## config.mk

```make
export PLATFORM = sky130hd
export DESIGN_NAME = serial_rx_frame
export DESIGN_NICKNAME = d
export VERILOG_FILES = /design/src/rtl/serial_rx_pkg.sv /design/src/rtl/rx_line_sync.sv /design/src/rtl/rx_framer.sv /design/src/rtl/rx_hold.sv /design/src/rtl/serial_rx_frame.sv
export SDC_FILE = /design/constraint.sdc
export NUM_CORES = 1
export LEC_CHECK = 0
export ABC_AREA = 1
export CORE_UTILIZATION = 60
export DETAILED_ROUTE_END_ITERATION = 6
export PLACE_DENSITY = 0.84
export SYNTH_ARGS = -nofsm -noshare
export SYNTH_HDL_FRONTEND = slang
export SYNTH_SLANG_ARGS = --single-unit
```

## constraint.sdc

```tcl
create_clock -name clk -period 3 [get_ports clk]
set_input_delay 0.3 -clock clk [delete_from_list [all_inputs] [get_ports clk]]
set_output_delay 0.3 -clock clk [all_outputs]
set_load 0.03 [all_outputs]
```

## src/rtl/serial_rx_pkg.sv

```systemverilog
package serial_rx_pkg;
   typedef enum logic [2:0] {
      RX_HUNT  = 3'd0,
      RX_START = 3'd1,
      RX_DATA  = 3'd2,
      RX_PAR   = 3'd3,
      RX_STOP  = 3'd4
   } rx_state_e;
endpackage

```

## src/rtl/rx_line_sync.sv

```systemverilog
module rx_line_sync #(
   parameter int STAGES = 2
) (
   input  logic clk,
   input  logic rst_n,
   input  logic line_in,
   output logic line_s,
   output logic line_edge
);
   logic [STAGES-1:0] chain_q;
   logic              prev_q;

   generate
      if (STAGES < 2) begin : g_bad_stages
         $error("rx_line_sync: STAGES must be at least 2");
      end
   endgenerate

   always_ff @(posedge clk or negedge rst_n) begin
      if (!rst_n) begin
         chain_q <= '1;
         prev_q  <= 1'b1;
      end else begin
         chain_q <= {chain_q[STAGES-2:0], line_in};
         prev_q  <= chain_q[STAGES-1];
      end
   end

   assign line_s    = chain_q[STAGES-1];
   assign line_edge = chain_q[STAGES-1] ^ prev_q;
endmodule

```

## src/rtl/rx_framer.sv

```systemverilog
module rx_framer
   import serial_rx_pkg::*;
#(
   parameter int OSR         = 16,
   parameter int WMAX        = 8,
   parameter bit PAR_SUPPORT = 1'b1
) (
   input  logic            clk,
   input  logic            rst_n,
   input  logic            tick,
   input  logic            enable,
   input  logic            line_s,
   input  logic            cfg_long,
   input  logic            cfg_par,
   output logic            char_good,
   output logic            char_bad,
   output logic [WMAX-1:0] char_data,
   output logic            char_par
);
   localparam int CW   = $clog2(OSR);
   localparam int IW   = $clog2(WMAX);
   localparam int HALF = OSR / 2;

   rx_state_e         state_q;
   logic [CW-1:0]     cnt_q;
   logic [IW-1:0]     idx_q;
   logic [WMAX-1:0]   sh_q;
   logic              par_q;
   logic              long_q;
   logic              pen_q;
   logic              pen_eff;
   logic              last_bit;
   logic              bit_end;

   generate
      if (PAR_SUPPORT) begin : g_par
         assign pen_eff = cfg_par;
      end else begin : g_nopar
         assign pen_eff = 1'b0;
      end
   endgenerate

   always_comb begin
      last_bit = long_q ? (idx_q == IW'(WMAX - 1)) : (idx_q == IW'(WMAX - 2));
      bit_end  = tick && (cnt_q == CW'(OSR - 1));
   end

   always_ff @(posedge clk or negedge rst_n) begin
      if (!rst_n) begin
         state_q <= RX_HUNT;
         cnt_q   <= '0;
         idx_q   <= '0;
         sh_q    <= '0;
         par_q   <= 1'b0;
         long_q  <= 1'b0;
         pen_q   <= 1'b0;
      end else if (!enable) begin
         state_q <= RX_HUNT;
         cnt_q   <= '0;
      end else begin
         case (state_q)
            RX_HUNT: begin
               if (tick && !line_s) begin
                  state_q <= RX_START;
                  cnt_q   <= '0;
                  idx_q   <= '0;
                  par_q   <= 1'b0;
                  long_q  <= cfg_long;
                  pen_q   <= pen_eff;
               end
            end
            RX_START: begin
               if (tick) begin
                  if (cnt_q == CW'(HALF - 1)) begin
                     cnt_q   <= '0;
                     state_q <= line_s ? RX_HUNT : RX_DATA;
                  end else begin
                     cnt_q <= cnt_q + CW'(1);
                  end
               end
            end
            RX_DATA: begin
               if (bit_end) begin
                  cnt_q <= '0;
                  sh_q  <= {line_s, sh_q[WMAX-1:1]};
                  if (last_bit) begin
                     state_q <= pen_q ? RX_PAR : RX_STOP;
                  end else begin
                     idx_q <= idx_q + IW'(1);
                  end
               end else if (tick) begin
                  cnt_q <= cnt_q + CW'(1);
               end
            end
            RX_PAR: begin
               if (bit_end) begin
                  cnt_q   <= '0;
                  par_q   <= line_s;
                  state_q <= RX_STOP;
               end else if (tick) begin
                  cnt_q <= cnt_q + CW'(1);
               end
            end
            RX_STOP: begin
               if (bit_end) begin
                  cnt_q   <= '0;
                  state_q <= RX_HUNT;
               end else if (tick) begin
                  cnt_q <= cnt_q + CW'(1);
               end
            end
            default: state_q <= RX_HUNT;
         endcase
      end
   end

   assign char_good = enable && (state_q == RX_STOP) && bit_end && line_s;
   assign char_bad  = enable && (state_q == RX_STOP) && bit_end && !line_s;
   assign char_data = long_q ? sh_q : {1'b0, sh_q[WMAX-1:1]};
   assign char_par  = par_q;
endmodule

```

## src/rtl/rx_hold.sv

```systemverilog
module rx_hold #(
   parameter int WMAX = 8
) (
   input  logic            clk,
   input  logic            rst_n,
   input  logic            sleep,
   input  logic            rd_stb,
   input  logic            wr_stb,
   input  logic            line_edge,
   input  logic            char_good,
   input  logic            char_bad,
   input  logic [WMAX-1:0] char_data,
   input  logic            char_par,
   output logic [WMAX-1:0] data_q,
   output logic            par_q,
   output logic            ready_q,
   output logic            stat_q
);
   logic sleep_q;
   logic sleep_rise;

   assign sleep_rise = sleep && !sleep_q;

   always_ff @(posedge clk or negedge rst_n) begin
      if (!rst_n) begin
         sleep_q <= 1'b0;
         data_q  <= '0;
         par_q   <= 1'b0;
         ready_q <= 1'b0;
         stat_q  <= 1'b0;
      end else begin
         sleep_q <= sleep;
         if (sleep_rise) begin
            data_q  <= '0;
            par_q   <= 1'b0;
            ready_q <= 1'b0;
            stat_q  <= line_edge;
         end else begin
            if (char_good) begin
               data_q  <= char_data;
               par_q   <= char_par;
               ready_q <= 1'b1;
            end else if (rd_stb) begin
               ready_q <= 1'b0;
            end
            if (sleep) begin
               if (line_edge) stat_q <= 1'b1;
               else if (wr_stb) stat_q <= 1'b0;
            end else begin
               if (char_bad) stat_q <= 1'b1;
               else if (char_good || wr_stb) stat_q <= 1'b0;
            end
         end
      end
   end
endmodule

```

## src/rtl/serial_rx_frame.sv

```systemverilog
module serial_rx_frame #(
   parameter int OSR         = 16,
   parameter int WMAX        = 8,
   parameter int SYNC_STAGES = 2,
   parameter bit PAR_SUPPORT = 1'b1
) (
   input  logic            clk,
   input  logic            rst_n,
   input  logic            rx_line,
   input  logic            baud_tick,
   input  logic            cfg_word8,
   input  logic            cfg_par_en,
   input  logic            cfg_sleep,
   input  logic            rd_stb,
   input  logic            cfg_wr_stb,
   output logic [WMAX-1:0] rx_data,
   output logic            rx_par,
   output logic            rx_ready,
   output logic            rx_status
);
   generate
      if (OSR < 4 || (OSR & (OSR - 1)) != 0) begin : g_bad_osr
         $error("serial_rx_frame: OSR must be a power of two, at least 4");
      end
      if (WMAX < 2) begin : g_bad_wmax
         $error("serial_rx_frame: WMAX must be at least 2");
      end
   endgenerate

   logic            line_s;
   logic            line_edge;
   logic            char_good;
   logic            char_bad;
   logic [WMAX-1:0] char_data;
   logic            char_par;

   rx_line_sync #(.STAGES(SYNC_STAGES)) u_sync (
      .clk       (clk),
      .rst_n     (rst_n),
      .line_in   (rx_line),
      .line_s    (line_s),
      .line_edge (line_edge)
   );

   rx_framer #(.OSR(OSR), .WMAX(WMAX), .PAR_SUPPORT(PAR_SUPPORT)) u_framer (
      .clk       (clk),
      .rst_n     (rst_n),
      .tick      (baud_tick),
      .enable    (!cfg_sleep),
      .line_s    (line_s),
      .cfg_long  (cfg_word8),
      .cfg_par   (cfg_par_en),
      .char_good (char_good),
      .char_bad  (char_bad),
      .char_data (char_data),
      .char_par  (char_par)
   );

   rx_hold #(.WMAX(WMAX)) u_hold (
      .clk       (clk),
      .rst_n     (rst_n),
      .sleep     (cfg_sleep),
      .rd_stb    (rd_stb),
      .wr_stb    (cfg_wr_stb),
      .line_edge (line_edge),
      .char_good (char_good),
      .char_bad  (char_bad),
      .char_data (char_data),
      .char_par  (char_par),
      .data_q    (rx_data),
      .par_q     (rx_par),
      .ready_q   (rx_ready),
      .stat_q    (rx_status)
   );
endmodule

```

==> results of run 1 <==
metal layers:
metal	global-route usage [%]	routed length, µm
met5	0	0
met4	10.9	52
met3	6.37	177
met2	38.8	1690
met1	31.1	1570
synth_stat cells (3+ instances only):
cell	count	area [µm²]
nand2_1	59	221
dfrtp_1	33	826
nand3_1	24	120
inv_1	20	75.1
o21ai_0	20	100
nor2_1	15	56.3
o21ai_1	8	40.0
a21oi_1	5	25.0
nand2_2	5	31.3
mux2i_1	4	40.0
nor2_4	4	45.0
buf_6	3	33.8
dfstp_2	3	78.8
inv_2	3	11.3
nor2_2	3	18.8
stage by stage:
stage          cell area [µm²]  hold slack [ns]
4_1_cts                   2180            0.363
6_report                  2180            0.360
2_1_floorplan             1910          0.00441
5_1_grt                   2180            0.359
3_3_place_gp              2110            0.346
3_5_place_dp              2110            0.352
sequential cells by signal, summed over array words and instances, names as in the netlist:
signal and count:
u_sync.chain_q 2, u_framer.cnt_q 4, u_hold.data_q 8, u_framer.pen_q 1, u_hold.par_q 1, u_framer.sh_q 8
u_hold.stat_q 1, u_framer.long_q 1, u_framer.idx_q 3, u_framer.state_q 3, u_hold.sleep_q 1, u_sync.prev_q 1
u_hold.ready_q 1, u_framer.char_par 1
critical path, delay by kind of cell, from the launching register on:
family / cells / cell delay, ns
adder cells (fa/ha/maj): 1 / 0.23
multiplexers: 1 / 0.38
AND/OR/NAND/NOR: 3 / 0.55
flip-flops: 1 / 0.40
buffers and inverters: 1 / 0.10
power breakdown:
group,switching (mW),internal (mW)
Sequential,0.0667,0.534
Combinational,0.269,0.134
Clock,0.163,0.175
cell type report:
class | count | area, µm² | share of cell area (%)
repair buffers | 20 | 198 | 9.05
clock buffers | 6 | 41.3 | 1.89
flip-flops and latches | 36 | 905 | 41.4
multi-input cells | 163 | 860 | 39.3
clock inverters | 2 | 35.0 | 1.60
inverters | 24 | 91.3 | 4.18
well taps | 44 | 55.1 | 2.52
logic make-up after synthesis:
family	count (synthesis)	synth area share (%)
mux	8	4.85
buf+inv	30	7.60
flops	36	47.4
xor+xnor	3	1.38
compound gates	35	9.70
fa+ha+maj	2	1.31
simple gates	115	27.8
final timing paths:
kind | start | cells past startpoint | slack [ns] | to
setup / recovery | u_framer.cnt_q[0] | 6 | 1.24 | u_framer.sh_q[1]
hold / removal | rst_n | 2 | 0.36 | u_hold.data_q[3]
setup reg to reg | u_framer.cnt_q[0] | 6 | 1.24 | u_framer.sh_q[1]
hold reg to reg | u_sync.chain_q[0] | 0 | 0.36 | u_sync.chain_q[1]
max in group asynchronous | rst_n | 2 | 2.29 | u_sync.chain_q[0]
min in group clk | u_sync.chain_q[0] | 0 | 0.36 | u_sync.chain_q[1]
==> impl_metrics.tcl, run 1 <==
set metrics [dict create \
    status "finished clean" \
    wl_um 3490 \
    ant_nets 0 \
    core-area_um2 3030 \
    die_w_um 58.4 \
    critPathCaptureType "flop" \
    layout_commonest_cell "nand2_1" \
    synth-edff-count 0 \
    cp_common_cell "nor2_4" \
    worst_slew_pin_slew_ns 0.436 \
    ir_drop_uv 355 \
    io_pins 20 \
    hold_viol_final 0 \
    io_buffers 19 \
    grt_start_max_net_pins 37 \
    dp_hpwl_um 2570 \
    final_cell_mix "nand2_1, dfrtp_1, nand3_1" \
    postCtsSetupRepairBufs 0 \
    cp_max_fo 12 \
    drt_iter0_drc 103 \
    clock-sinks 36 \
    path_cells "ha_1, nand2_2, nor2_4, inv_2, nor2_4, mux2_2" \
    dieArea_um2 3410 \
    cts_made_buffers 5 \
    period_minus_slack_ns 1.76 \
    netlist_instances 229 \
    maxSlewHeadroom_pct 70.9 \
    routedWlPerCell_um 11.8 \
    syn_area_per_cell_um2 8.34 \
    via_count 1550 \
    grt_pass1_vias 1495 \
    slowest_stage "dfrtp_1" \
    htreeDepth 2 \
    post-route-drc-count 0 \
    final_util_pct 72.1 \
    clockBufferDepth 2 \
    yosysUniqueCellTypes 28 \
    initial_utilization_pct 63.1 \
    cp-start-kind "flop" \
    gp_congestion 0.871 \
    syn_nets 240 \
    crit_type "reg2reg" \
    grt_setup_unrepaired "no" \
    leakage_nw 1.03 \
    slew_violations 0 \
    yosys_register_bits 36 \
    hp-class "in2async" \
    p_total_mw 1.34 \
    place_worst_setup_slack_ns 0.891 \
    grtUsageTotal_pct 24.2 \
    cap_violations 0 \
    row_count 20 \
    antenna_found_initial 0 \
    synth-async-reset-ratio_pct 100 \
    holdBufCountCts 0 \
    period_share_pct 58.7 \
    stdcell_count 295 \
    cts_root_buffer "clkbuf_4" \
    clk_latency_ns 0.34 \
    tns_ns 0 \
    viasPerCell 5.25 \
    synthToLayoutAreaGrowth_pct 14.4 \
    synthFlopType "dfrtp_1" \
    clkTransAtPathRegs_ns 0.11 \
    fmax_mhz 568 \
    nets 261 \
    cpPeakStageDelay_ns 0.40 \
    num-fill-cells 238 \
    synth_area_um2 1910 \
    layout-drive-gt1-share_pct 13.5 \
    post_cts_resize_count 0 \
    grt_first_pass_wirelength_um 6230 \
    crit_arrival_ns 2.00 \
    gr-total-overflow 0 \
    antennaDiodeCount 0 \
    synth_warnings 0 \
    firstDrtPassIters 4 \
    setup_viol 0 \
    dpl.cell_count 287 \
    die_h_um 58.4 \
    finClkSkew_ns 0.00905 \
    critical_path_required_ns 3.24 \
    yosysSeqAreaShare_pct 47.4 \
    setup_slack_ns 1.24 \
    cts_tree "yes" \
    powerDensity_nw_per_um2 614 \
]
Note: power is estimated with default switching activity, not from simulation.
==> inputs of run 2 (changes only) <==
- CORE_UTILIZATION: 60 -> 56
- PLACE_DENSITY: 0.84 -> 0.79
- clock period: 3 -> 1.8 ns (I/O delays scaled with it)
==> run 2 against run 1 <==
Net effect: clock skew increased by 0.0024 ns; non-clock buffer count increased by 6; global-route usage fell by 0.76 points; final cell count increased by 2.0%; sequential share of layout area shrank 0.47 points; sequential power up 63%; largest cell class unchanged.
==> impl_metrics.tcl, run 2 (same netlist as run 1, synthesis figures left out) <==
set metrics [dict create \
    status "finished clean" \
    powerDensity_nw_per_um2 966 \
    hp-class "in2async" \
    final_cell_mix "nand2_1, dfrtp_1, nand3_1" \
    slowest_stage "clkdlybuf4s50_1" \
    gr-total-overflow 0 \
    wl_um 3620 \
    die_h_um 60.4 \
    path_delay_family "buffers and inverters" \
    worst_slew_pin_slew_ns 0.440 \
    period_minus_slack_ns 1.60 \
    hold_viol_final 0 \
    postCtsSetupRepairBufs 0 \
    grt_first_pass_wirelength_um 6190 \
    synthToLayoutAreaGrowth_pct 15.7 \
    ant_nets 0 \
    setup_viol 0 \
    clkTransAtPathRegs_ns 0.12 \
    grt_setup_unrepaired "no" \
    initial_utilization_pct 60.6 \
    crit_arrival_ns 1.42 \
    leakage_nw 1.05 \
    die_w_um 60.4 \
    tns_ns 0 \
    critPathCaptureType "output pin" \
    htreeDepth 2 \
    cap_violations 0 \
    clock-sinks 36 \
    finClkSkew_ns 0.0114 \
    firstDrtPassIters 4 \
    cp-start-kind "flop" \
    period_share_pct 88.9 \
    io_buffers 19 \
    dieArea_um2 3650 \
    cts_root_buffer "clkbuf_4" \
    crit_type "reg2out" \
    drt_iter0_drc 65 \
    routedWlPerCell_um 12.0 \
    post_cts_resize_count 0 \
    path_buf_inv 1 \
    ir_drop_uv 578 \
    core-area_um2 3150 \
    layout_commonest_cell "nand2_1" \
    clockBufferDepth 2 \
    path_cells "clkdlybuf4s50_1" \
    holdBufCountCts 0 \
    cts_made_buffers 5 \
    setup_slack_ns 0.199 \
    cp_max_fo 2 \
    maxSlewHeadroom_pct 70.7 \
    antenna_found_initial 0 \
    io_pins 20 \
    p_total_mw 2.13 \
    viasPerCell 5.13 \
    stdcell_count 301 \
    dpl.cell_count 293 \
    post-route-drc-count 0 \
    reg_top3 "u_framer.sh_q: 8 flops, u_hold.data_q: 8 flops, u_framer.cnt_q: 4 flops" \
    place_worst_setup_slack_ns 0.0510 \
    antennaDiodeCount 0 \
    slew_violations 0 \
    fmax_mhz 625 \
    clk_latency_ns 0.36 \
    dp_hpwl_um 2700 \
    whs_ns 0.226 \
    seq_area_um2 905 \
    grt_pass1_vias 1348 \
    multiInputGateArea_um2 860 \
    via_count 1544 \
    cpPeakStageDelay_ns 0.68 \
    num-fill-cells 275 \
    grt_start_max_net_pins 37 \
    gp_congestion 0.909 \
    grtUsageTotal_pct 23.5 \
    layout-drive-gt1-share_pct 16.0 \
    cts_tree "yes" \
    critical_path_required_ns 1.62 \
    row_count 20 \
    nets 267 \
]
run 2: cell count changes in the layout (fill, tap and decap cells not counted):
cell	before	now
buf_4	1	7
clkbuf_1	1	0
clkinv_4	0	1
clkinv_2	2	3
bufinv_16	1	0
run 2: path summary, 6_finish.rpt:
path / startpoint / endpoint / slack [ns] / depth (start not counted)
hold / removal: rst_n / u_hold.data_q[1] / 0.23 / 2
setup reg to reg: u_framer.cnt_q[0] / u_framer.sh_q[1] / 0.21 / 6
hold reg to reg: u_sync.chain_q[0] / u_sync.chain_q[1] / 0.36 / 0
setup / recovery: u_hold.data_q[6] / rx_data[6] / 0.20 / 1
max in group asynchronous: rst_n / u_sync.chain_q[0] / 1.23 / 2
min in group clk: rx_line / u_sync.chain_q[0] / 0.23 / 1
run 2: metal layers:
metal / GRT usage (%) / part of all wire (%) / vias up
met5: 0 / 0 / -
met4: 7.97 / 1.4 / 0
met3: 6.40 / 4.1 / 6
met2: 36.3 / 47 / 30
met1: 32.0 / 48 / 712
li1: - / - / 796
run 2: layout make-up:
cell class              count  area share, %
well taps                  44           2.49
clock buffers               5           1.70
inverters                  24           4.13
multi-input cells         163           38.9
flip-flops and latches     36           40.9
repair buffers             26           11.0
clock inverters             3          0.849
run 2: worst register-to-register path, cell delays in order, from the launching register on:
cell,delay [ns]
dfrtp_1,0.40
ha_1,0.24
nand2_2,0.09
nor2_4,0.12
inv_2,0.08
nor2_4,0.21
mux2_2,0.36
run 2: power by group:
group	leakage (nW)	switching [mW]	internal, mW
logic	0.545	0.474	0.240
registers	0.473	0.0859	0.891
clock network	0.0349	0.293	0.150
run 2: through the flow:
stage / util (%) / area [µm²]
floorplan: - / 1910
global placement: 68.3 / 2150
detailed placement: 68.3 / 2150
CTS: 70.1 / 2210
global route: 70.1 / 2210
finish: 70.1 / 2210
